**config.mk**
```make
export PLATFORM = sky130hd
export DESIGN_NAME = cvsd_codec
export DESIGN_NICKNAME = d
export VERILOG_FILES = /design/src/rtl/cvsd_pkg.sv /design/src/rtl/cvsd_step_adapt.sv /design/src/rtl/cvsd_accum.sv /design/src/rtl/cvsd_encoder.sv /design/src/rtl/cvsd_decoder.sv /design/src/rtl/cvsd_codec.sv
export SDC_FILE = /design/constraint.sdc
export NUM_CORES = 1
export LEC_CHECK = 0
export BUFFER_PORTS_ARGS = -buffer_cell sky130_fd_sc_hd__clkbuf_2
export CORE_ASPECT_RATIO = 1.5
export CORE_MARGIN = 3
export CORE_UTILIZATION = 63
export DETAILED_ROUTE_END_ITERATION = 10
export PLACE_DENSITY = 0.85
export RECOVER_POWER = 25
export SLEW_MARGIN = 20
export SYNTH_ARGS = -nofsm -noshare
export SYNTH_HDL_FRONTEND = slang
export SYNTH_SLANG_ARGS = --single-unit
```
**constraint.sdc**
```tcl
create_clock -name clk -period 13.8 [get_ports clk]
set_input_delay 0.69 -clock clk [delete_from_list [all_inputs] [get_ports clk]]
set_output_delay 0.69 -clock clk [all_outputs]
set_load 0.02 [all_outputs]
```
**src/rtl/cvsd_pkg.sv**
```systemverilog
package cvsd_pkg;
   localparam int unsigned CVSD_W_DEF        = 16;
   localparam int unsigned CVSD_SW_DEF       = 12;
   localparam int unsigned CVSD_STEP_MIN_DEF = 16;
   localparam int unsigned CVSD_STEP_MAX_DEF = 2047;
   localparam int unsigned CVSD_HIST_DEF     = 4;

   typedef enum logic {
      DIR_DOWN = 1'b0,
      DIR_UP   = 1'b1
   } cvsd_dir_e;
endpackage

```
**src/rtl/cvsd_step_adapt.sv**
```systemverilog
module cvsd_step_adapt #(
   parameter int unsigned SW       = cvsd_pkg::CVSD_SW_DEF,
   parameter int unsigned STEP_MIN = cvsd_pkg::CVSD_STEP_MIN_DEF,
   parameter int unsigned STEP_MAX = cvsd_pkg::CVSD_STEP_MAX_DEF,
   parameter int unsigned HIST_LEN = cvsd_pkg::CVSD_HIST_DEF,
   parameter bit          ADAPT_EN = 1'b1
) (
   input  logic          clk,
   input  logic          rst_n,
   input  logic          upd,
   input  logic          bit_in,
   output logic [SW-1:0] step_o
);
   localparam int unsigned XW = SW + 2;
   localparam logic [SW-1:0] S_MIN = SW'(STEP_MIN);
   localparam logic [XW-1:0] S_MAX_X = XW'(STEP_MAX);
   localparam logic [XW-1:0] S_MIN_X = XW'(STEP_MIN);

   if (STEP_MIN < 1)              begin : g_chk_min  $error("STEP_MIN must be at least 1"); end
   if (STEP_MAX < STEP_MIN)       begin : g_chk_max  $error("STEP_MAX below STEP_MIN"); end
   if (STEP_MAX >= (1 << SW))     begin : g_chk_sw   $error("STEP_MAX does not fit SW"); end
   if (HIST_LEN < 2 || (HIST_LEN % 2) != 0) begin : g_chk_h $error("HIST_LEN must be even and >= 2"); end

   logic [SW-1:0] step_q;
   assign step_o = step_q;

   if (ADAPT_EN) begin : g_adaptive
      logic [HIST_LEN-1:0] hist_q;
      logic [HIST_LEN-2:0] diff;
      logic                run_flag;
      logic [XW-1:0]       grow;
      logic [SW-1:0]       decay;
      logic [SW-1:0]       step_nxt;

      for (genvar g = 0; g < HIST_LEN - 1; g++) begin : g_diff
         assign diff[g] = hist_q[g] ^ hist_q[g+1];
      end
      assign run_flag = ~|diff;

      always_comb begin
         grow  = XW'(step_q) + XW'(step_q >> 3) + S_MIN_X;
         decay = step_q - (step_q >> 4);
         if (run_flag) begin
            step_nxt = (grow > S_MAX_X) ? S_MAX_X[SW-1:0] : grow[SW-1:0];
         end else begin
            step_nxt = (decay < S_MIN) ? S_MIN : decay;
         end
      end

      always_ff @(posedge clk or negedge rst_n) begin
         if (!rst_n) begin
            hist_q <= {(HIST_LEN/2){2'b01}};
            step_q <= S_MIN;
         end else if (upd) begin
            hist_q <= {hist_q[HIST_LEN-2:0], bit_in};
            step_q <= step_nxt;
         end
      end
   end else begin : g_fixed
      always_ff @(posedge clk or negedge rst_n) begin
         if (!rst_n) step_q <= S_MIN;
         else        step_q <= S_MIN;
      end
   end
endmodule

```
**src/rtl/cvsd_accum.sv**
```systemverilog
module cvsd_accum #(
   parameter int unsigned W  = cvsd_pkg::CVSD_W_DEF,
   parameter int unsigned SW = cvsd_pkg::CVSD_SW_DEF
) (
   input  logic                clk,
   input  logic                rst_n,
   input  logic                upd,
   input  cvsd_pkg::cvsd_dir_e dir,
   input  logic [SW-1:0]       step,
   output logic signed [W-1:0] acc_o
);
   if (SW >= W) begin : g_chk_w $error("SW must be narrower than W"); end

   localparam logic signed [W:0]   HI_X   = {2'b00, {(W-1){1'b1}}};
   localparam logic signed [W:0]   LO_X   = {2'b11, {(W-1){1'b0}}};
   localparam logic signed [W-1:0] HI_SAT = {1'b0, {(W-1){1'b1}}};
   localparam logic signed [W-1:0] LO_SAT = {1'b1, {(W-1){1'b0}}};

   logic signed [W-1:0] acc_q;
   logic signed [W:0]   acc_x, step_x, sum_x;
   logic signed [W-1:0] acc_nxt;

   assign acc_x  = {acc_q[W-1], acc_q};
   assign step_x = $signed({{(W+1-SW){1'b0}}, step});

   always_comb begin
      if (dir == cvsd_pkg::DIR_UP) sum_x = acc_x + step_x;
      else                         sum_x = acc_x - step_x;
      if (sum_x > HI_X)      acc_nxt = HI_SAT;
      else if (sum_x < LO_X) acc_nxt = LO_SAT;
      else                   acc_nxt = sum_x[W-1:0];
   end

   always_ff @(posedge clk or negedge rst_n) begin
      if (!rst_n)   acc_q <= '0;
      else if (upd) acc_q <= acc_nxt;
   end

   assign acc_o = acc_q;
endmodule

```
**src/rtl/cvsd_encoder.sv**
```systemverilog
module cvsd_encoder #(
   parameter int unsigned W        = cvsd_pkg::CVSD_W_DEF,
   parameter int unsigned SW       = cvsd_pkg::CVSD_SW_DEF,
   parameter int unsigned STEP_MIN = cvsd_pkg::CVSD_STEP_MIN_DEF,
   parameter int unsigned STEP_MAX = cvsd_pkg::CVSD_STEP_MAX_DEF,
   parameter int unsigned HIST_LEN = cvsd_pkg::CVSD_HIST_DEF,
   parameter bit          ADAPT_EN = 1'b1
) (
   input  logic                clk,
   input  logic                rst_n,
   input  logic                take,
   input  logic signed [W-1:0] smp,
   output logic                bit_o,
   output logic                vld_o,
   output logic signed [W-1:0] track_o,
   output logic [SW-1:0]       step_o
);
   logic                cmp;
   cvsd_pkg::cvsd_dir_e dir;

   assign cmp = (smp > track_o);
   assign dir = cmp ? cvsd_pkg::DIR_UP : cvsd_pkg::DIR_DOWN;

   always_ff @(posedge clk or negedge rst_n) begin
      if (!rst_n) begin
         bit_o <= 1'b0;
         vld_o <= 1'b0;
      end else begin
         vld_o <= take;
         if (take) bit_o <= cmp;
      end
   end

   cvsd_step_adapt #(.SW(SW), .STEP_MIN(STEP_MIN), .STEP_MAX(STEP_MAX),
                     .HIST_LEN(HIST_LEN), .ADAPT_EN(ADAPT_EN)) u_adapt (
      .clk(clk), .rst_n(rst_n), .upd(take), .bit_in(cmp), .step_o(step_o));

   cvsd_accum #(.W(W), .SW(SW)) u_acc (
      .clk(clk), .rst_n(rst_n), .upd(take), .dir(dir), .step(step_o), .acc_o(track_o));
endmodule

```
**src/rtl/cvsd_decoder.sv**
```systemverilog
module cvsd_decoder #(
   parameter int unsigned W        = cvsd_pkg::CVSD_W_DEF,
   parameter int unsigned SW       = cvsd_pkg::CVSD_SW_DEF,
   parameter int unsigned STEP_MIN = cvsd_pkg::CVSD_STEP_MIN_DEF,
   parameter int unsigned STEP_MAX = cvsd_pkg::CVSD_STEP_MAX_DEF,
   parameter int unsigned HIST_LEN = cvsd_pkg::CVSD_HIST_DEF,
   parameter bit          ADAPT_EN = 1'b1
) (
   input  logic                clk,
   input  logic                rst_n,
   input  logic                vld_i,
   input  logic                bit_i,
   output logic signed [W-1:0] smp_o,
   output logic                vld_o
);
   logic [SW-1:0]       step;
   cvsd_pkg::cvsd_dir_e dir;

   assign dir = bit_i ? cvsd_pkg::DIR_UP : cvsd_pkg::DIR_DOWN;

   always_ff @(posedge clk or negedge rst_n) begin
      if (!rst_n) vld_o <= 1'b0;
      else        vld_o <= vld_i;
   end

   cvsd_step_adapt #(.SW(SW), .STEP_MIN(STEP_MIN), .STEP_MAX(STEP_MAX),
                     .HIST_LEN(HIST_LEN), .ADAPT_EN(ADAPT_EN)) u_adapt (
      .clk(clk), .rst_n(rst_n), .upd(vld_i), .bit_in(bit_i), .step_o(step));

   cvsd_accum #(.W(W), .SW(SW)) u_acc (
      .clk(clk), .rst_n(rst_n), .upd(vld_i), .dir(dir), .step(step), .acc_o(smp_o));
endmodule

```
**src/rtl/cvsd_codec.sv**
```systemverilog
module cvsd_codec #(
   parameter int unsigned W        = cvsd_pkg::CVSD_W_DEF,
   parameter int unsigned SW       = cvsd_pkg::CVSD_SW_DEF,
   parameter int unsigned STEP_MIN = cvsd_pkg::CVSD_STEP_MIN_DEF,
   parameter int unsigned STEP_MAX = cvsd_pkg::CVSD_STEP_MAX_DEF,
   parameter int unsigned HIST_LEN = cvsd_pkg::CVSD_HIST_DEF,
   parameter bit          ADAPT_EN = 1'b1
) (
   input  logic                clk,
   input  logic                rst_n,
   input  logic                ce,
   input  logic                smp_valid,
   input  logic signed [W-1:0] smp_in,
   output logic                bit_out,
   output logic                bit_valid,
   output logic signed [W-1:0] enc_track,
   input  logic                rx_valid,
   input  logic                rx_bit,
   output logic signed [W-1:0] rec_out,
   output logic                rec_valid
);
   logic          enc_take;
   logic [SW-1:0] enc_step;

   assign enc_take = ce & smp_valid;

   cvsd_encoder #(.W(W), .SW(SW), .STEP_MIN(STEP_MIN), .STEP_MAX(STEP_MAX),
                  .HIST_LEN(HIST_LEN), .ADAPT_EN(ADAPT_EN)) u_enc (
      .clk(clk), .rst_n(rst_n), .take(enc_take), .smp(smp_in),
      .bit_o(bit_out), .vld_o(bit_valid), .track_o(enc_track), .step_o(enc_step));

   cvsd_decoder #(.W(W), .SW(SW), .STEP_MIN(STEP_MIN), .STEP_MAX(STEP_MAX),
                  .HIST_LEN(HIST_LEN), .ADAPT_EN(ADAPT_EN)) u_dec (
      .clk(clk), .rst_n(rst_n), .vld_i(rx_valid), .bit_i(rx_bit),
      .smp_o(rec_out), .vld_o(rec_valid));
endmodule

```
### Word-level counts from Yosys, hierarchy flattened

Cells that the tools add are included.
W data, S select, Z words.

| cells by class | value |
|---|---|
| bitwise operators | 7 |
| $add $sub $neg | 10 |
| reduce and logical (&&, ||, !) cells | 2 |
| muxes and demuxes | 14 |
| order comparisons | 9 |

Operator list:

| operator | count |
|---|---|
| $mux W12 | 6 |
| $mux W16 | 4 |
| $add A16 B13 Y17 | 2 |
| $gt A17 B16 Y1 const B | 2 |
| $lt A17 B16 Y1 const B | 2 |
| $mux W17 | 2 |
| $sub A16 B13 Y17 | 2 |
| $add A13 B5 Y14 const B | 2 |
| $gt A14 B11 Y1 const B | 2 |
| $add A12 B9 Y13 | 2 |
| $lt A12 B5 Y1 const B | 2 |
| $sub A12 B8 Y12 | 2 |
| $gt A16 B16 Y1 | 1 |
| $reduce_or A3 Y1 | 2 |
| $xor A1 B1 Y1 | 6 |
| $mux W1 | 2 |
| $and A1 B1 Y1 | 1 |

| storage, ports and cells | value |
|---|---|
| input bits | 22 |
| flip-flop bits (word level) | 67 |

### Depth between registers and ports, before layout

Gate-level depths: netlist of the first run.

| logic depth | value |
|---|---|
| word-level depth | 6 |
| gate-level depth with buffers | 22 |
| mapped depth without buffers | 19 |

### Modules after synthesis

From an unflattened synthesis of the first run, not the netlist that was laid out.

| unflattened totals | value |
|---|---|
| cells, all modules | 970 |
| area, all modules | 8,161.6 µm² |

Modules (own cells, without submodules):

| module | area an instance (µm²) | cells each | sequential area each (µm²) | instances |
|---|---|---|---|---|
| cvsd_accum (u_dec.u_acc) | 1,949.4 | 229 | 400.4 | 1 |
| cvsd_accum (u_enc.u_acc) | 1,915.6 | 227 | 400.4 | 1 |
| cvsd_step_adapt (u_dec.u_adapt) | 1,875.5 | 222 | 404.1 | 1 |
| cvsd_step_adapt (u_enc.u_adapt) | 1,874.3 | 222 | 404.1 | 1 |
| cvsd_encoder | 515.5 | 68 | 50.0 | 1 |
| cvsd_decoder | 25.0 | 1 | 25.0 | 1 |
| cvsd_codec | 6.3 | 1 | 0.0 | 1 |

### Worst setup path after synthesis of the first run

Ideal clock, no wire load.

| path | value |
|---|---|
| path type | input port to flip-flop |
| start | in smp_in[5] |
| end | reg u_enc.u_acc.acc_q[7] (netlist: u_enc.u_acc.acc_o[7]) |
| cell stages on the path | 18 |
| arrival time | 5.030 ns |
| required time | 13.675 ns |
| library setup time | 0.125 ns |
| slack | 8.646 ns |
| cells stage by stage | ha_1 > a211o_1 > a21oi_2 > a31oi_2 > a2111oi_4 > or3b_2 > clkbuf_1 > clkbuf_1 > mux2i_1 > fa_1 > a211oi_1 > o21ai_1 > a21o_1 > a31oi_1 > o2bb2ai_1 > xnor3_2 > maj3_1 > mux2_2 |

| between the ends | value |
|---|---|
| longest elaborated chain between the ends | 6 |
| elaborated cells between the ends (all ways) | 7 |
| classes of those cells | order compare: 3; mux: 4 |

Ends and longest elaborated chain:

| what | RTL line | RTL |
|---|---|---|
| start, declared | cvsd_codec.sv:13 | `input logic signed [W-1:0] smp_in,` |
| $gt A16 B16 Y1 (*) | cvsd_encoder.sv:21 | `assign cmp = (smp > track_o);` |
| $mux W1 (*) | cvsd_encoder.sv:22 | `assign dir = cmp ? cvsd_pkg::DIR_UP : cvsd_pkg::DIR_DOWN;` |
| $mux W17 (*) | cvsd_accum.sv:27 | `if (dir == cvsd_pkg::DIR_UP) sum_x = acc_x + step_x;` |
| $lt A17 B16 Y1 | cvsd_accum.sv:30 | `else if (sum_x < LO_X) acc_nxt = LO_SAT;` |
| $mux W16 | cvsd_accum.sv:30 |  |
| $mux W16 (*) | cvsd_accum.sv:29 | `if (sum_x > HI_X) acc_nxt = HI_SAT;` |
| end signal, assigned | cvsd_accum.sv:36 | `else if (upd) acc_q <= acc_nxt;` |
| end, declared | cvsd_accum.sv:19 | `logic signed [W-1:0] acc_q;` |

Every way passes the cells marked *; elsewhere a longest branch is shown, timed or not.
A chain may end at the register's enable or synchronous reset.

### Worst setup path after layout of the first run

| path | value |
|---|---|
| start | reg u_enc.u_acc.acc_q[5] (netlist: u_enc.u_acc.acc_o[5]) |
| end | reg u_enc.u_acc.acc_q[7] (netlist: u_enc.u_acc.acc_o[7]) |

| between the ends | value |
|---|---|
| longest elaborated chain between the ends | 6 |
| elaborated cells between the ends (all ways) | 9 |
| classes of those cells | add/sub: 2; order compare: 3; mux: 4 |

Ends and longest elaborated chain:

| what | RTL line |
|---|---|
| $gt A16 B16 Y1 | cvsd_encoder.sv:21 |
| $mux W1 | cvsd_encoder.sv:22 |
| $mux W17 (*) | cvsd_accum.sv:27 |
| $lt A17 B16 Y1 | cvsd_accum.sv:30 |
| $mux W16 | cvsd_accum.sv:30 |
| $mux W16 (*) | cvsd_accum.sv:29 |

Marks and branches as above.

==> results of run 1 <==
## critical path, cell delays in order, from the launching register on
cell                        delay (ns)
sky130_fd_sc_hd__dfrtp_1          0.42
sky130_fd_sc_hd__inv_1            0.08
sky130_fd_sc_hd__ha_1             0.31
sky130_fd_sc_hd__a211o_1          0.31
sky130_fd_sc_hd__a21oi_2          0.16
sky130_fd_sc_hd__nand3_1          0.16
sky130_fd_sc_hd__nand3_1          0.14
sky130_fd_sc_hd__or3b_2           0.62
sky130_fd_sc_hd__mux2i_1          0.22
sky130_fd_sc_hd__fa_1             0.47
sky130_fd_sc_hd__a211oi_1         0.35
sky130_fd_sc_hd__o21ai_1          0.15
sky130_fd_sc_hd__a21o_1           0.24
sky130_fd_sc_hd__a31oi_1          0.30
sky130_fd_sc_hd__o2bb2ai_1        0.21
sky130_fd_sc_hd__xnor3_2          0.42
sky130_fd_sc_hd__maj3_1           0.37
sky130_fd_sc_hd__mux2_2           0.27
## final cells by class
cell class / count / area, um2 / area share [%]
multi-input cells: 687 / 5120 / 65.0
flip-flops and latches: 67 / 1680 / 21.4
repair buffers: 61 / 309 / 3.92
inverters: 75 / 282 / 3.58
clock buffers: 10 / 229 / 2.91
well taps: 147 / 184 / 2.34
clock inverters: 6 / 66.3 / 0.842
## per-layer routing
metal | part of all wire, % | vias to the layer above | wire [um] | track usage, %
li1 | - | 3228 | - | -
met1 | 37 | 3166 | 6850 | 32.0
met2 | 54 | 224 | 9970 | 57.6
met3 | 3.6 | 73 | 665 | 3.52
met4 | 4.7 | 0 | 870 | 15.6
met5 | 0 | - | 0 | 0
## kinds of logic after synthesis
group                    after synthesis
multiplexers                          10
XOR/XNOR                              66
flip-flops                            67
adder cells (fa/ha/maj)              112
buffers and inverters                100
AO/OA/AOI/OAI                        271
AND/OR/NAND/NOR                      228
## through the flow
stage	util, %	cells
2_1_floorplan	-	854
3_3_place_gp	68.3	1037
3_5_place_dp	68.3	1037
4_1_cts	70.9	1053
5_1_grt	70.8	1053
6_report	70.8	1053
## sequential cells by signal, indices dropped and copies added, names as in the netlist
signal / count
u_dec.u_adapt.g_adaptive.hist_q: 4
u_enc.bit_o: 1
u_enc.vld_o: 1
u_enc.u_acc.acc_o: 16
u_dec.u_acc.acc_o: 16
u_dec.vld_o: 1
u_enc.u_adapt.step_o: 12
u_dec.u_adapt.step_o: 12
u_enc.u_adapt.g_adaptive.hist_q: 4
## worst max path at each step
stage / slack (ns) / end / depth (start not counted)
floorplan: 8.65 / u_enc.u_acc.acc_o[7]$_DFFE_PN0P_ / 18
global route: 8.21 / u_enc.u_acc.acc_o[0]$_DFFE_PN0P_ / 19
detailed placement: 8.25 / u_enc.u_acc.acc_o[7]$_DFFE_PN0P_ / 17
global placement: 8.46 / u_enc.u_acc.acc_o[7]$_DFFE_PN0P_ / 17
finish: 8.48 / u_enc.u_acc.acc_o[7]$_DFFE_PN0P_ / 17
CTS: 8.52 / u_enc.u_acc.acc_o[7]$_DFFE_PN0P_ / 17
## placed cells by master, fill, tap and decap left out, types with 5 or more instances in the layout
| cell type | Yosys | final |
|---|---|---|
| sky130_fd_sc_hd__or3_1 | 5 | 5 |
| sky130_fd_sc_hd__dfstp_2 | 6 | 6 |
| sky130_fd_sc_hd__a211o_1 | 5 | 5 |
| sky130_fd_sc_hd__nor3_1 | 20 | 20 |
| sky130_fd_sc_hd__o31ai_1 | 6 | 6 |
| sky130_fd_sc_hd__and3_1 | 5 | 5 |
| sky130_fd_sc_hd__o21ai_0 | 47 | 47 |
| sky130_fd_sc_hd__ha_1 | 102 | 102 |
| sky130_fd_sc_hd__a21oi_1 | 59 | 59 |
| sky130_fd_sc_hd__nand3_1 | 14 | 14 |
| sky130_fd_sc_hd__xor2_1 | 10 | 10 |
| sky130_fd_sc_hd__o21a_1 | 13 | 13 |
| sky130_fd_sc_hd__nand2_1 | 48 | 48 |
| sky130_fd_sc_hd__clkbuf_2 | 0 | 54 |
| sky130_fd_sc_hd__o21bai_1 | 8 | 8 |
| sky130_fd_sc_hd__a21o_1 | 27 | 27 |
| sky130_fd_sc_hd__clkbuf_16 | 0 | 9 |
| sky130_fd_sc_hd__fa_1 | 6 | 6 |
| sky130_fd_sc_hd__nor4_1 | 6 | 6 |
| sky130_fd_sc_hd__dfrtp_1 | 61 | 61 |
| sky130_fd_sc_hd__o21ai_1 | 6 | 6 |
| sky130_fd_sc_hd__a31oi_1 | 11 | 11 |
| sky130_fd_sc_hd__a211oi_1 | 11 | 11 |
| sky130_fd_sc_hd__o2bb2ai_1 | 19 | 19 |
| sky130_fd_sc_hd__nor2_1 | 78 | 78 |
| sky130_fd_sc_hd__nand4_1 | 9 | 9 |
| sky130_fd_sc_hd__nor2b_1 | 15 | 15 |
| sky130_fd_sc_hd__xnor2_1 | 55 | 55 |
| sky130_fd_sc_hd__inv_1 | 73 | 73 |
| sky130_fd_sc_hd__o221ai_1 | 5 | 5 |
| sky130_fd_sc_hd__mux2_2 | 6 | 6 |
| sky130_fd_sc_hd__o22ai_1 | 10 | 10 |
==> results.py, run 1 <==
metrics = {
    "timing": {
        "finalWorstPathRequiredPeriod_ns": 5.32,
        "final-max-slew-violation-count": 112,
        "clock.fmax_mhz": 188,
        "final.hold.worst_slack_ns": 0.493,
        "timing.final.hold_violations": 0,
        "setup_tns_ns": 0,
        "setup_violations": 0,
        "fin_crit_share_pct": 38.5,
        "slew-limit-headroom_pct": -156,
        "max_slew.worst_pin.slew_ns": 3.84,
        "setup_slack_ns": 8.48,
        "grt_setup_unrepaired": "false",
        "finalClockSkew_ns": 0.00911,
    },
    "min_path": {
        "min-delay-start": "u_enc.u_adapt.g_adaptive.hist_q[2]$_DFFE_PN1P_",
        "hold_path_class": "reg2reg",
        "hold_path_depth": 2,
        "timing.hold.worst_endpoint": "u_enc.u_adapt.g_adaptive.hist_q[2]$_DFFE_PN1P_",
    },
    "clocking": {
        "worst_setup_hold_path_clk_slew_ns": 0.06,
        "tritoncts.num_buffers": 9,
        "root_buffer": "sky130_fd_sc_hd__clkbuf_16",
        "cts_buffer_depth": 2,
        "cts_setup_buffers": 0,
        "post_cts_resize_count": 0,
        "clkSinkCount": 67,
        "clock_insertion_delay_worst_skew_ns": 0.34,
        "cts-htree-levels": 3,
        "cts_tree": "built",
        "post_cts_hold_buffer_count": 0,
    },
    "floorplan": {
        "die_y_um": 137,
        "die_w_um": 93.2,
        "pin_count": 57,
        "fp.coreArea_mm2": 0.0111,
        "die_ar_mm2": 0.0128,
        "placement_row_count": 47,
        "start_util_pct": 64.7,
    },
    "route": {
        "antenna_left": 0,
        "drt_first_iter_violations": 272,
        "drc": 0,
        "detail_route.vias_per_cell": 6.35,
        "dr.pass1.iters": 6,
        "routed_wire_length_per_instance_um": 17.4,
        "routed_wl_um": 18400,
        "vias": 6691,
    },
    "yosys": {
        "synthTopCellsByArea": "sky130_fd_sc_hd__dfrtp_1 (21%), sky130_fd_sc_hd__ha_1 (18%), sky130_fd_sc_hd__xnor2_1 (6.7%)",
        "yosys.area_share.simple_pct": 15.5,
        "ys_warn_count": 0,
        "synth_xor_area_share_pct": 8.25,
        "synth-main-ff-cell": "sky130_fd_sc_hd__dfrtp_1",
        "synthTopCellsByCount": "sky130_fd_sc_hd__ha_1 (102), sky130_fd_sc_hd__nor2_1 (78), sky130_fd_sc_hd__inv_1 (73)",
        "synth_edf_count": 0,
        "yosysMostFrequentCell": "sky130_fd_sc_hd__ha_1",
        "yosys-mux-area-fraction_pct": 1.50,
        "synth_largest_type_area_fraction_pct": 21.2,
        "synth_sequential_area_ratio_pct": 23.4,
        "avgSynthCellArea_um2": 8.42,
        "post_synth_inst_count": 854,
        "postSynthRegisterBits": 67,
        "async_reset_ff_share_pct": 100,
        "synth_adder_area_share_pct": 20.0,
        "netlist-cell-type-count": 77,
        "synth-compound-area-share_pct": 26.0,
        "mappedNetlistNets": 984,
        "synth_top_family_by_area": "compound AO/OA/AOI/OAI gates",
        "post-synth-top-area-cell": "sky130_fd_sc_hd__dfrtp_1",
        "netlist_area_mm2": 0.00719,
    },
    "critical_path": {
        "critPathLaunch": "u_enc.u_acc.acc_o[5]$_DFFE_PN0P_",
        "crit_path_max_fanout": 15,
        "worst-endpoint-arrival_ns": 5.54,
        "endpoint_of_the_worst_slack_reg_to_reg_timing_path": "u_enc.u_acc.acc_o[7]$_DFFE_PN0P_",
        "end_kind": "register",
        "worstSetupStartpointType": "register",
        "r2r-start": "u_enc.u_acc.acc_o[5]$_DFFE_PN0P_",
        "r2r_setup_slack_ns": 8.48,
        "worst-endpoint-required_ns": 14.02,
        "crit_type": "reg2reg",
        "reg2regPathDepth": 17,
    },
    "placed_design": {
        "routabilityCongestion": 0.956,
        "dp_hpwl_um": 14000,
        "io_buffers": 56,
        "postPlaceCellArea_mm2": 0.00759,
        "dp_slack_ns": 8.25,
    },
    "global_routing": {
        "track_usage_pct": 30.2,
        "grt_max_degree": 68,
        "grt_pass1_vias": 6719,
        "grt_antenna_before_repair": 0,
        "grt_pass1_wl_um": 30900,
        "grt_remaining_overflow": 0,
    },
    "status": {
        "run_status": "finished with violations",
        "violations_in_the_final_reports": "capacitance limit, slew limit",
    },
    "cells_and_area": {
        "n_fill_cell": 863,
        "antenna_cells_inserted": 0,
        "fin_area_mm2": 0.00787,
        "drive_above_1_share_pct": 11.7,
        "finish.net_count": 1031,
        "areaGrowthSynthToFinish_pct": 9.56,
    },
    "run": {
        "maxCapViolCount": 2,
    },
}
Power of run 1 is left out: the tool's default activity adds up to more than one toggle a clock period on the data nets, which glitch-free logic cannot reach.
==> run 2, diff against run 1 <==
Settings changed: CORE_UTILIZATION 63 to 62, PLACE_DENSITY 0.85 to 0.84.
Clock period 13.8 ns to 5 ns, I/O delays scaled along.
==> results.py, run 2 (same netlist as run 1, synthesis figures left out) <==
metrics = {
    "route": {
        "antenna_left": 0,
        "drc": 0,
        "detail_route.vias_per_cell": 6.20,
        "drt_first_iter_violations": 319,
        "dr.pass1.iters": 5,
        "routed_wire_length_per_instance_um": 17.4,
        "vias": 6657,
        "routed_wl_um": 18600,
    },
    "global_routing": {
        "grt_max_degree": 68,
        "grt_pass1_wl_um": 30400,
        "grt_antenna_before_repair": 0,
        "track_usage_pct": 29.5,
        "grt_pass1_vias": 6782,
        "grt_remaining_overflow": 0,
    },
    "cells_and_area": {
        "n_fill_cell": 871,
        "final-seq-area_mm2": 0.00168,
        "final-instance-count-excl-fill": 1073,
        "finish.net_count": 1051,
        "footprint_of_the_multi_input_gates_mm2": 0.00516,
        "drive_above_1_share_pct": 14.1,
        "areaGrowthSynthToFinish_pct": 12.2,
        "antenna_cells_inserted": 0,
        "final_common_cell": "sky130_fd_sc_hd__ha_1",
        "mostFrequentLayoutCells": "sky130_fd_sc_hd__ha_1 (102), sky130_fd_sc_hd__nor2_1 (78), sky130_fd_sc_hd__inv_1 (73), sky130_fd_sc_hd__dfrtp_1 (61), sky130_fd_sc_hd__a21oi_1 (59)",
        "utilization_pct": 72.1,
    },
    "critical_path": {
        "path_delay_family": "compound AO/OA/AOI/OAI gates",
        "cp_num_buf_inv": 3,
        "worst-endpoint-required_ns": 5.22,
        "worst_stage_delay_on_the_critical_path_ns": 0.36,
        "worstSetupStartpointType": "register",
        "reg2regPathDepth": 21,
        "critPathMostFrequentCell": "sky130_fd_sc_hd__a21o_1",
        "critical_path_cell_by_cell": "inv_1, ha_1, a211o_1, a21oi_2, nand3_1, buf_4, a2111oi_4, or3b_4, nor2_1, xnor2_1, ha_1, a21o_1, a21o_1, a21o_1, a31oi_4, o2bb2ai_2, xnor3_2, buf_4, maj3_2, nand2_1, o21ai_1",
        "end_kind": "register",
        "worst-endpoint-arrival_ns": 5.00,
        "critPathSlowestCell": "sky130_fd_sc_hd__xnor3_2",
        "crit_type": "reg2reg",
        "cp.depth": 21,
        "crit_path_max_fanout": 7,
    },
    "timing": {
        "timing.final.hold_violations": 0,
        "slew-limit-headroom_pct": -159,
        "setup_violations": 0,
        "fin_crit_share_pct": 95.7,
        "grt_setup_unrepaired": "true",
        "max_slew.worst_pin.slew_ns": 3.88,
        "finalClockSkew_ns": 0.00787,
        "setup_tns_ns": 0,
        "finalWorstPathRequiredPeriod_ns": 4.78,
        "clock.fmax_mhz": 209,
        "final-max-slew-violation-count": 68,
    },
    "clocking": {
        "cts-htree-levels": 3,
        "root_buffer": "sky130_fd_sc_hd__clkbuf_16",
        "tritoncts.num_buffers": 9,
        "worst_setup_hold_path_clk_slew_ns": 0.06,
        "cts_tree": "built",
        "cts_buffer_depth": 2,
        "clkSinkCount": 67,
        "clock_insertion_delay_worst_skew_ns": 0.34,
    },
    "min_path": {
        "hold_path_class": "in2reg",
        "hold_path_depth": 5,
    },
    "floorplan": {
        "start_util_pct": 64.3,
        "placement_row_count": 47,
        "die_y_um": 138,
        "die_ar_mm2": 0.0129,
        "die_w_um": 93.9,
        "pin_count": 57,
        "fp.coreArea_mm2": 0.0112,
    },
    "placed_design": {
        "post-place-cells": 1048,
        "dp_hpwl_um": 13900,
        "routabilityCongestion": 0.902,
        "io_buffers": 56,
    },
    "run": {
        "maxCapViolCount": 1,
    },
    "status": {
        "violations_in_the_final_reports": "capacitance limit, slew limit",
        "run_status": "finished with violations",
    },
}
==> run 2: changes by cell type in the layout (fill, tap and decap cells not counted), moves of 2 or more <==
cell / previous run / this run
sky130_fd_sc_hd__buf_4: 3 / 23
sky130_fd_sc_hd__clkinvlp_4: 3 / 0
sky130_fd_sc_hd__a211oi_1: 11 / 9
sky130_fd_sc_hd__a211oi_2: 1 / 3
sky130_fd_sc_hd__clkinv_2: 1 / 3
==> run 2: routing by layer <==
| layer | part of all wire, % | vias up | global-route usage (%) | wire length [um] |
|---|---|---|---|---|
| met2 | 53 | 171 | 56.4 | 9950 |
| met1 | 38 | 3150 | 30.5 | 7100 |
| met4 | 4.9 | 0 | 15.3 | 917 |
| li1 | - | 3267 | - | - |
| met3 | 3.5 | 69 | 4.61 | 660 |
| met5 | 0 | - | 0 | 0 |
==> run 2: cell type report <==
type,count,share of cell area [%]
Multi-Input combinational cell,687,64.0
Sequential cell,67,20.9
Timing Repair Buffer,81,5.79
Inverter,75,3.49
Clock buffer,11,2.89
Tap cell,147,2.28
Clock inverter,5,0.667
==> run 2: path summary, 6_finish.rpt <==
check,from,end,slack [ns]
setup reg to reg,u_enc.u_acc.acc_o[5]$_DFFE_PN0P_,u_enc.u_acc.acc_o[4]$_DFFE_PN0P_,0.22
hold reg to reg,u_enc.u_adapt.g_adaptive.hist_q[2]$_DFFE_PN1P_,u_enc.u_adapt.g_adaptive.hist_q[2]$_DFFE_PN1P_,0.48
min in group asynchronous,rst_n,u_dec.u_acc.acc_o[9]$_DFFE_PN0P_,1.34
setup / recovery,u_enc.u_acc.acc_o[5]$_DFFE_PN0P_,u_enc.u_acc.acc_o[4]$_DFFE_PN0P_,0.22
max in group asynchronous,rst_n,u_enc.u_adapt.step_o[9]$_DFFE_PN0P_,1.45
hold / removal,smp_valid,u_enc.u_adapt.g_adaptive.hist_q[2]$_DFFE_PN1P_,0.41
==> run 2: stage by stage <==
stage               instance area (um2)  hold slack [ns]  setup WS [ns]
global placement                   7670            0.464         0.0937
CTS                                7990            0.155         0.0137
global route                       8060            0.444        -0.0123
floorplan                          7190          -0.0456        0.00828
finish                             8060            0.413          0.217
detailed placement                 7670            0.474        -0.0256
==> run 2: what timing repair did <==
action	CTS	global route
buffers inserted	4	5
gates cloned	0	0
hold endpoints to repair	0	0
pin swaps	1	6
endpoints found under the setup margin	2	15
resized for setup	0	8
hold buffers	0	0
==> run 2: worst register-to-register path: stages, from the launching register on <==
cell	delay [ns]
sky130_fd_sc_hd__dfrtp_1	0.34
sky130_fd_sc_hd__inv_1	0.04
sky130_fd_sc_hd__ha_1	0.29
sky130_fd_sc_hd__a211o_1	0.33
sky130_fd_sc_hd__a21oi_2	0.18
sky130_fd_sc_hd__nand3_1	0.11
sky130_fd_sc_hd__buf_4	0.16
sky130_fd_sc_hd__a2111oi_4	0.31
sky130_fd_sc_hd__or3b_4	0.26
sky130_fd_sc_hd__nor2_1	0.08
sky130_fd_sc_hd__xnor2_1	0.27
sky130_fd_sc_hd__ha_1	0.35
sky130_fd_sc_hd__a21o_1	0.21
sky130_fd_sc_hd__a21o_1	0.19
sky130_fd_sc_hd__a21o_1	0.21
sky130_fd_sc_hd__a31oi_4	0.21
sky130_fd_sc_hd__o2bb2ai_2	0.16
sky130_fd_sc_hd__xnor3_2	0.36
sky130_fd_sc_hd__buf_4	0.18
sky130_fd_sc_hd__maj3_2	0.31
sky130_fd_sc_hd__nand2_1	0.07
sky130_fd_sc_hd__o21ai_1	0.06
Power of run 2 is left out for the same reason.
==> run 3, diff against run 2 <==
Settings changed: CORE_UTILIZATION 62 to 56, PLACE_DENSITY 0.84 to 0.8.
Clock period 5 ns to 4.04 ns, I/O delays scaled along.
==> results.py, run 3 (same netlist as run 1, synthesis figures left out) <==
metrics = {
    "cells_and_area": {
        "fin_area_mm2": 0.00905,
        "drive_above_1_share_pct": 25.2,
        "antenna_cells_inserted": 0,
        "utilization_pct": 72.3,
        "final_common_cell": "sky130_fd_sc_hd__buf_4",
        "areaGrowthSynthToFinish_pct": 25.9,
        "finish.net_count": 1142,
        "n_fill_cell": 923,
        "mostFrequentLayoutCells": "sky130_fd_sc_hd__buf_4 (111), sky130_fd_sc_hd__ha_1 (98), sky130_fd_sc_hd__nor2_1 (74), sky130_fd_sc_hd__inv_1 (69)",
    },
    "critical_path": {
        "cp.depth": 19,
        "cp_num_buf_inv": 2,
        "critPathSlowestCell": "sky130_fd_sc_hd__or3b_4",
        "critical_path_cell_by_cell": "inv_2, ha_4, a211o_1, a21oi_2, nand3_2, nand3_2, or3b_4, buf_4, a41oi_2, xnor2_1, ha_1, o21a_1, o2111a_1, a21o_1, a31oi_2, o2bb2ai_2, xnor3_2, maj3_2, mux2_2",
        "r2r_setup_slack_ns": -0.88,
        "reg2regPathDepth": 19,
        "worst_stage_delay_on_the_critical_path_ns": 0.46,
        "critPathLaunch": "u_enc.u_acc.acc_o[5]$_DFFE_PN0P_",
        "end_kind": "register",
        "critPathMostFrequentCell": "sky130_fd_sc_hd__nand3_2",
        "worst-endpoint-arrival_ns": 5.15,
        "endpoint_of_the_most_critical_setup_path": "u_enc.u_acc.acc_o[7]$_DFFE_PN0P_",
        "endpoint_of_the_worst_slack_reg_to_reg_timing_path": "u_enc.u_acc.acc_o[7]$_DFFE_PN0P_",
        "crit_type": "reg2reg",
        "crit_path_max_fanout": 7,
        "worst-endpoint-required_ns": 4.27,
        "r2r-start": "u_enc.u_acc.acc_o[5]$_DFFE_PN0P_",
        "path_delay_family": "compound AO/OA/AOI/OAI gates",
        "worstSetupStartpointType": "register",
    },
    "timing": {
        "final-max-slew-violation-count": 34,
        "max_slew.worst_pin.slew_ns": 1.98,
        "clock.fmax_mhz": 203,
        "grt_setup_unrepaired": "true",
        "fin_crit_share_pct": 122,
        "slew-limit-headroom_pct": -32.0,
        "timing.final.hold_violations": 0,
        "finalClockSkew_ns": 0.0134,
        "finalWorstPathRequiredPeriod_ns": 4.92,
        "final.hold.worst_slack_ns": 0.273,
        "setup_violations": 16,
        "setup_slack_ns": -0.881,
        "setup_tns_ns": -12.46,
    },
    "floorplan": {
        "fp.coreArea_mm2": 0.0125,
        "die_ar_mm2": 0.0143,
        "pin_count": 57,
        "placement_row_count": 50,
        "die_y_um": 145,
        "die_w_um": 98.5,
        "start_util_pct": 57.4,
    },
    "global_routing": {
        "grt_max_degree": 36,
        "track_usage_pct": 30.6,
        "grt_pass1_vias": 7491,
        "grt_pass1_wl_um": 35100,
        "grt_remaining_overflow": 0,
        "grt_antenna_before_repair": 0,
    },
    "clocking": {
        "worst_setup_hold_path_clk_slew_ns": 0.07,
        "clock_insertion_delay_worst_skew_ns": 0.35,
        "clkSinkCount": 67,
        "cts_tree": "built",
        "cts_buffer_depth": 2,
        "cts-htree-levels": 3,
        "tritoncts.num_buffers": 9,
        "root_buffer": "sky130_fd_sc_hd__clkbuf_16",
    },
    "min_path": {
        "hold_path_depth": 4,
        "hold_path_class": "in2reg",
    },
    "route": {
        "antenna_left": 0,
        "dr.pass1.iters": 6,
        "drt_first_iter_violations": 417,
        "routed_wire_length_per_instance_um": 19.8,
        "detail_route.vias_per_cell": 6.38,
        "vias": 7484,
        "drc": 0,
        "routed_wl_um": 23300,
    },
    "status": {
        "violations_in_the_final_reports": "capacitance limit, slew limit, setup timing",
        "run_status": "finished with violations",
    },
    "placed_design": {
        "dp_hpwl_um": 15500,
        "io_buffers": 56,
        "routabilityCongestion": 0.974,
        "postPlaceCellArea_mm2": 0.00837,
    },
    "run": {
        "maxCapViolCount": 1,
    },
}
run 3: changes by cell type in the layout (fill, tap and decap cells not counted), moves of 12 or more:
cell / delta
sky130_fd_sc_hd__buf_4: +88
sky130_fd_sc_hd__clkbuf_1: +17
sky130_fd_sc_hd__clkbuf_2: -17
sky130_fd_sc_hd__dfrtp_1: -12
sky130_fd_sc_hd__dfrtp_2: +12
run 3: worst reg2reg max path: stages, from the launching register on:
cell,delay (ns)
sky130_fd_sc_hd__dfrtp_2,0.42
sky130_fd_sc_hd__inv_2,0.07
sky130_fd_sc_hd__ha_4,0.21
sky130_fd_sc_hd__a211o_1,0.27
sky130_fd_sc_hd__a21oi_2,0.22
sky130_fd_sc_hd__nand3_2,0.15
sky130_fd_sc_hd__nand3_2,0.11
sky130_fd_sc_hd__or3b_4,0.46
sky130_fd_sc_hd__buf_4,0.17
sky130_fd_sc_hd__a41oi_2,0.17
sky130_fd_sc_hd__xnor2_1,0.15
sky130_fd_sc_hd__ha_1,0.28
sky130_fd_sc_hd__o21a_1,0.21
sky130_fd_sc_hd__o2111a_1,0.27
sky130_fd_sc_hd__a21o_1,0.22
sky130_fd_sc_hd__a31oi_2,0.27
sky130_fd_sc_hd__o2bb2ai_2,0.19
sky130_fd_sc_hd__xnor3_2,0.37
sky130_fd_sc_hd__maj3_2,0.32
sky130_fd_sc_hd__mux2_2,0.26
run 3: area by class of cell:
cell class | count | area [um2] | area share, %
clock buffers | 12 | 246 | 2.72
inverters | 75 | 282 | 3.11
flip-flops and latches | 67 | 1700 | 18.8
clock inverters | 4 | 75.1 | 0.830
well taps | 156 | 195 | 2.16
multi-input cells | 687 | 5410 | 59.7
repair buffers | 172 | 1140 | 12.7
run 3: timing repair:
| item | in CTS | in global routing |
|---|---|---|
| hold buffers | 1 | 0 |
| pin swaps | 16 | 15 |
| endpoints found under the hold margin | 32 | 0 |
| resized for setup | 18 | 20 |
| endpoints found under the setup margin | 15 | 34 |
| buffers inserted | 16 | 6 |
| cloned | 0 | 0 |
run 3: metal layers:
layer	vias up	part of all wire [%]	global-route usage, %
met5	-	0	0
li1	3433	-	-
met1	3584	35	31.1
met3	132	5.0	3.60
met4	0	7.0	20.3
met2	335	53	58.2
run 3: through the flow:
stage / worst slack [ns] / cells
final: -0.881 / 1173
after global routing: -0.994 / 1173
after CTS: -0.468 / 1167
after detailed placement: -0.550 / 1134
after global placement: -0.440 / 1134
after floorplan: -0.442 / 854
run 3: worst min-delay path by stage:
stage | startpoint | to | slack, ns
global placement | rst_n | u_dec.u_acc.acc_o[11]$_DFFE_PN0P_ | 0.32
global route | ce | u_enc.u_adapt.step_o[4]$_DFFE_PN1P_ | 0.32
detailed placement | rst_n | u_dec.u_acc.acc_o[10]$_DFFE_PN0P_ | 0.33
CTS | smp_valid | u_enc.u_adapt.step_o[4]$_DFFE_PN1P_ | 0.27
floorplan | rst_n | u_dec.u_acc.acc_o[0]$_DFFE_PN0P_ | -0.09
finish | smp_valid | u_enc.u_adapt.step_o[4]$_DFFE_PN1P_ | 0.27
Power of run 3 is left out for the same reason.
